[src/rtl/irq_agg_pkg.sv]
package irq_agg_pkg;
  localparam int NFLAG = 15;
  // 1 = enable semantics (counts when suppression bit is 1), 0 = mask semantics
  localparam logic [NFLAG-1:0] ENA_SEM_DEFAULT = 15'h3F00;
endpackage

[src/rtl/irq_rst_sync.sv]
module irq_rst_sync (
  input  logic clk,
  input  logic rst_n,
  output logic rst_n_s
);
  logic [1:0] sync_q;

  always_ff @(posedge clk or negedge rst_n) begin
    if (!rst_n) sync_q <= 2'b00;
    else        sync_q <= {sync_q[0], 1'b1};
  end

  assign rst_n_s = sync_q[1];
endmodule

[src/rtl/irq_flag_bank.sv]
module irq_flag_bank #(
  parameter int N = 15
) (
  input  logic         clk,
  input  logic         rst_n,
  input  logic [N-1:0] set_stb,
  input  logic         clr_wr,
  input  logic [N-1:0] clr_data,
  output logic [N-1:0] flags_q
);
  logic [N-1:0] clr_eff;
  logic [N-1:0] flags_d;
  logic         flag_en;

  // next-state: clear first, then set so a same-cycle set wins
  always_comb begin
    clr_eff = clr_wr ? clr_data : '0;
    flags_d = (flags_q & ~clr_eff) | set_stb;
    flag_en = |(clr_eff | set_stb);
  end

  always_ff @(posedge clk or negedge rst_n) begin
    if (!rst_n)       flags_q <= '0;
    else if (flag_en) flags_q <= flags_d;
  end

  assert_set_sticks_R2: assert property (@(posedge clk) disable iff (!rst_n)
    (|set_stb) |=> ((flags_q & $past(set_stb)) == $past(set_stb)));

  assert_hold_R2: assert property (@(posedge clk) disable iff (!rst_n)
    1'b1 |=> ((flags_q & $past(flags_q & ~clr_eff)) == $past(flags_q & ~clr_eff)));

  assert_w1c_R3: assert property (@(posedge clk) disable iff (!rst_n)
    1'b1 |=> ((flags_q & $past(clr_eff & ~set_stb)) == '0));

  assert_set_beats_clr_R4: assert property (@(posedge clk) disable iff (!rst_n)
    (clr_wr && |(clr_data & set_stb)) |=>
      ((flags_q & $past(clr_data & set_stb)) == $past(clr_data & set_stb)));
endmodule

[src/rtl/irq_qualify.sv]
module irq_qualify #(
  parameter int            N       = 15,
  parameter logic [N-1:0]  ENA_SEM = '0
) (
  input  logic [N-1:0] flags,
  input  logic [N-1:0] supp,
  output logic         any_active
);
  logic [N-1:0] pass;

  for (genvar i = 0; i < N; i++) begin : g_qual
    if (ENA_SEM[i]) begin : g_enable
      assign pass[i] = flags[i] & supp[i];
    end else begin : g_mask
      assign pass[i] = flags[i] & ~supp[i];
    end
  end

  assign any_active = |pass;
endmodule

[src/rtl/irq_pin_drive.sv]
module irq_pin_drive (
  input  logic clk,
  input  logic rst_n,
  input  logic any_active,
  input  logic edge_mode,
  output logic irq_oe,
  output logic irq_lvl
);
  logic any_q, any_d;
  logic pulse_q, pulse_d;

  always_comb begin
    any_d   = any_active;
    pulse_d = any_active & ~any_q;
  end

  always_ff @(posedge clk or negedge rst_n) begin
    if (!rst_n) begin
      any_q   <= 1'b0;
      pulse_q <= 1'b0;
    end else begin
      any_q   <= any_d;
      pulse_q <= pulse_d;
    end
  end

  assign irq_oe  = rst_n & (edge_mode | any_q);
  assign irq_lvl = rst_n & edge_mode & pulse_q;

  always_comb begin
    if (!rst_n) begin
      assert_quiet_in_reset_R1: assert (!irq_oe && !irq_lvl);
    end
  end

  assert_level_rise_R6: assert property (@(posedge clk) disable iff (!rst_n)
    (!edge_mode && any_active) |=> irq_oe);

  assert_level_drop_R7: assert property (@(posedge clk) disable iff (!rst_n)
    (!edge_mode && !any_active) |=> (edge_mode || !irq_oe));

  assert_pulse_single_R8: assert property (@(posedge clk) disable iff (!rst_n)
    irq_lvl |=> !irq_lvl);
endmodule

[src/rtl/irq_aggregator.sv]
module irq_aggregator #(
  parameter int                 NFLAG   = irq_agg_pkg::NFLAG,
  parameter logic [NFLAG-1:0]   ENA_SEM = irq_agg_pkg::ENA_SEM_DEFAULT
) (
  input  logic             clk,
  input  logic             rst_n,
  input  logic [NFLAG-1:0] set_stb,
  input  logic             clr_wr,
  input  logic [NFLAG-1:0] clr_data,
  input  logic [NFLAG-1:0] supp,
  input  logic             edge_mode,
  output logic [NFLAG-1:0] flags_o,
  output logic             irq_oe,
  output logic             irq_lvl
);
  logic rst_n_s;
  logic any_active;

  irq_rst_sync u_rst (
    .clk     (clk),
    .rst_n   (rst_n),
    .rst_n_s (rst_n_s)
  );

  irq_flag_bank #(.N(NFLAG)) u_flags (
    .clk      (clk),
    .rst_n    (rst_n_s),
    .set_stb  (set_stb),
    .clr_wr   (clr_wr),
    .clr_data (clr_data),
    .flags_q  (flags_o)
  );

  irq_qualify #(.N(NFLAG), .ENA_SEM(ENA_SEM)) u_qual (
    .flags      (flags_o),
    .supp       (supp),
    .any_active (any_active)
  );

  irq_pin_drive u_pin (
    .clk        (clk),
    .rst_n      (rst_n_s),
    .any_active (any_active),
    .edge_mode  (edge_mode),
    .irq_oe     (irq_oe),
    .irq_lvl    (irq_lvl)
  );
endmodule

[config.mk]
export PLATFORM = sky130hd
export DESIGN_NAME = irq_aggregator
export DESIGN_NICKNAME = d
export VERILOG_FILES = /design/src/rtl/irq_agg_pkg.sv /design/src/rtl/irq_rst_sync.sv /design/src/rtl/irq_flag_bank.sv /design/src/rtl/irq_qualify.sv /design/src/rtl/irq_pin_drive.sv /design/src/rtl/irq_aggregator.sv
export SDC_FILE = /design/constraint.sdc
export NUM_CORES = 1
export LEC_CHECK = 0
export BUFFER_PORTS_ARGS = -buffer_cell sky130_fd_sc_hd__buf_2
export CORE_MARGIN = 4
export CORE_UTILIZATION = 39
export CTS_CLUSTER_SIZE = 25
export DETAILED_ROUTE_END_ITERATION = 8
export GPL_ROUTABILITY_DRIVEN = 0
export PLACE_DENSITY = 0.89
export SYNTH_ARGS = -nofsm -noshare
export SYNTH_HDL_FRONTEND = slang
export SYNTH_SLANG_ARGS = --single-unit
[constraint.sdc]
create_clock -name clk -period 2.4 [get_ports clk]
set_clock_uncertainty 0.15 [all_clocks]
set_input_delay 0.12 -clock clk [delete_from_list [all_inputs] [get_ports clk]]
set_output_delay 0.12 -clock clk [all_outputs]
set_load 0.03 [all_outputs]
==> impl_summary.log <==
INFO  metric status = finished, final reports clean
INFO  metric timing.setup.tns = 0 ns
INFO  metric clock_tree.htree_level_count = 1
INFO  metric critPathSlowestCell = sky130_fd_sc_hd__dlygate4sd3_1
INFO  metric max_cap_violations = 0
INFO  metric cts_max_path_buffers = 2
INFO  metric detail_route.vias_per_cell = 5.19
INFO  metric clock_tree_from_tritoncts = yes
INFO  metric p_total = 0.000719 W
INFO  metric drt_pass1_iterations = 4
INFO  metric tritoncts_num_sinks = 19
INFO  metric synth.avg_cell_area = approximately 11 sq um
INFO  metric unrepaired_setup_endpoints_after_global_routing = no
INFO  metric critical_path.max_fanout = 3
INFO  metric maxClockFrequency = about 500 MHz
INFO  metric cells_resized_by_post_cts_repair = 0
INFO  metric final-setup-viol-count = 0
INFO  metric critPathKind = register to register
INFO  metric detail_route.wl_per_cell = 18.2 um
INFO  metric period_minus_slack = between 2 and 2.5 ns
INFO  metric setup.worst_path.end_class = register
INFO  metric slew_violations = 0
INFO  metric worst_path_max_stage_delay = 0.59 ns
INFO  metric cell_leakage_power = 0.751 nW
INFO  metric synth.lib_cells_used.distinct = 17
INFO  metric timing.critical_path.arrival = ~2.1 ns
INFO  metric cts_buffers = 3
INFO  metric grt_pass1_wl = 5690 um
INFO  metric num_vias = 1043
INFO  metric totalWireLength = 3670 um
INFO  metric gr-usage-all-layers = 29.4%
INFO  metric grt_antenna_before_repair = 0
INFO  metric drt_iter0_drc = 38
INFO  metric post_synth_instance_area = 779 sq um
INFO  metric report.final.hold_viol_count = 0
INFO  metric core = 1800 sq um
INFO  metric share_of_the_cycle_needed_by_the_critical_path_after_routing = 84.3%
INFO  metric placement.io_buffers = 65
INFO  metric commonest_non_fill_non_tap_cells_in_the_layout = 65 x sky130_fd_sc_hd__buf_2, 34 x sky130_fd_sc_hd__dlygate4sd3_1, 19 x sky130_fd_sc_hd__dfrtp_1
INFO  metric io-pin-count = 66
INFO  metric cts.clk_slew.worst_paths = 0.11 ns
INFO  metric grt_start_max_net_pins = 18
INFO  metric synth-warning-count = 0
INFO  metric placement_rows = 15
INFO  metric fp.dieW = approximately 53 um
INFO  metric power.ir.vdd_worst = 393 uV
INFO  metric first_global_vias = roughly 1.1k
INFO  metric cts.repair_timing.setup_buffer_count = 0
INFO  metric die_h = 52.7 um
INFO  metric drc = 0
INFO  metric dp.final_hpwl = between 1500 and 2000 um
INFO  metric path_class_of_the_lowest_slack_min_delay_path = register to async pin
INFO  metric ordered_cell_list_for_the_critical_path = nand2b_1 > o2111ai_1 > a2111oi_2 > nand3_1 > dlygate4sd3_1
INFO  metric syn_inst = 72
INFO  metric critical_path.top_delay_family = buffers and inverters
INFO  metric power_per_cell_area = ~480 nW/um^2
INFO  metric postRouteAntennaNets = 0
INFO  metric ys_seq_area_share = 61.0%
INFO  metric area_delta_synth_final = 93.4%
INFO  metric yosys_register_bits = 19
INFO  metric postSynthNetCount = roughly 120
INFO  metric cp_data_required_time = 2.43 ns
INFO  metric initial_core_util = 43.3%
INFO  metric grt_overflow = 0
INFO  metric worstSetupStartpointType = register
INFO  metric fillers = 96
INFO  metric most_common_library_cell_in_the_layout_ignoring_fill_and_taps = sky130_fd_sc_hd__buf_2
INFO  metric postCtsHoldBufs = 34
INFO  metric ctsRootBufferMaster = sky130_fd_sc_hd__clkbuf_4
INFO  metric critical_path_buf_inv_count = 1
INFO  metric design.die.area = roughly 2800 sq um
INFO  metric drive_above_1_share = 40.0%
INFO  metric clk-insertion-delay-late = about 0.30 ns
INFO  metric nets = roughly 230
-- through the flow --
stage | cell area, sq um | hold WS (ns) | std cells | setup WS [ns] | utilization (%)
after floorplan | 779 | -0.326 | 72 | 0.925 | -
after global placement | 1140 | -0.242 | 162 | 1.05 | 63.2
after detailed placement | 1140 | -0.243 | 162 | 0.957 | 63.2
after CTS | 1510 | 0.0413 | 200 | 0.432 | 83.5
after global routing | 1510 | 0.152 | 200 | 0.239 | 83.5
final | 1510 | 0.110 | 201 | 0.376 | 83.7
-- synthesized netlist by cell type --
cell,number,share of area [%]
sky130_fd_sc_hd__a21o_1,15,14
sky130_fd_sc_hd__o22ai_1,2,1.6
sky130_fd_sc_hd__o21a_1,1,0.96
sky130_fd_sc_hd__a222oi_1,1,1.3
sky130_fd_sc_hd__and3_1,1,0.80
sky130_fd_sc_hd__inv_1,7,3.4
sky130_fd_sc_hd__dfrtp_1,19,61
sky130_fd_sc_hd__a221oi_1,1,1.1
sky130_fd_sc_hd__nor2b_1,1,0.80
sky130_fd_sc_hd__conb_1,1,0.48
sky130_fd_sc_hd__a31oi_1,1,0.80
sky130_fd_sc_hd__nand2_1,17,8.2
sky130_fd_sc_hd__nand2b_1,1,0.80
sky130_fd_sc_hd__nand3_1,1,0.64
sky130_fd_sc_hd__a2111oi_2,1,1.9
sky130_fd_sc_hd__o2111ai_1,1,1.1
sky130_fd_sc_hd__buf_2,1,0.64
-- where the power goes --
part	internal [W]	leakage (nW)	switching [W]	total (W)
Sequential	0.000338	0.196	0.0000171	0.000355
Clock	0.0000647	0.0150	0.000101	0.000165
Combinational	0.0000998	0.540	0.0000982	0.000198
-- cell families after synthesis --
logic type / Yosys count / share of synthesized area, %
AOI/OAI and AO/OA: 23 / 23.3
buffers and inverters: 8 / 4.01
and+or+nand+nor: 21 / 11.2
DFF: 19 / 61.0
other: 1 / 0.481
-- worst reg2reg max path: stages (launching register included) --
cell and delay (ns):
sky130_fd_sc_hd__dfrtp_1 0.42, sky130_fd_sc_hd__nand2b_1 0.08, sky130_fd_sc_hd__o2111ai_1 0.12, sky130_fd_sc_hd__a2111oi_2 0.41, sky130_fd_sc_hd__nand3_1 0.14, sky130_fd_sc_hd__dlygate4sd3_1 0.59
-- area by class of cell --
type                       count  area (sq um)  share of cell area (%)
timing repair buffer         100           673                    44.6
sequential                    19           475                    31.5
multi-input combinational     45           273                    18.1
tap                           25          31.3                    2.07
clock buffer                   4          26.3                    1.74
inverter                       7          26.3                    1.74
antenna                        1          2.50                   0.166
-- path summary, 6_finish.rpt --
path	startpoint	end	slack (ns)	depth (start not counted)
worst min-delay path	u_rst.sync_q[1]	u_flags.flags_q[7]	0.11	1
min in group clk	supp[12]	u_pin.pulse_q	0.14	3
worst min register to register	u_rst.sync_q[1]	u_flags.flags_q[7]	0.11	1
worst max-delay path	u_flags.flags_q[14]	u_pin.any_q	0.38	5
max in group asynchronous	rst_n	u_rst.sync_q[0]	1.45	3
worst max register to register	u_flags.flags_q[14]	u_pin.any_q	0.38	5
-- layer usage --
layer	GRT usage [%]	vias to the layer above	share of wire [%]	routed length, um
li1	-	454	-	-
met1	33.6	494	37	1340
met2	50.2	79	52	1900
met3	6.27	16	8.2	301
met4	16.2	0	3.3	122
met5	0	-	0	0
-- sequential cells by signal (all words and copies together), names as in the netlist --
signal / flops
u_rst.sync_q: 2
u_pin.any_q: 1
u_flags.flags_q: 15
u_pin.pulse_q: 1
Note: power is estimated with default switching activity, not from simulation.
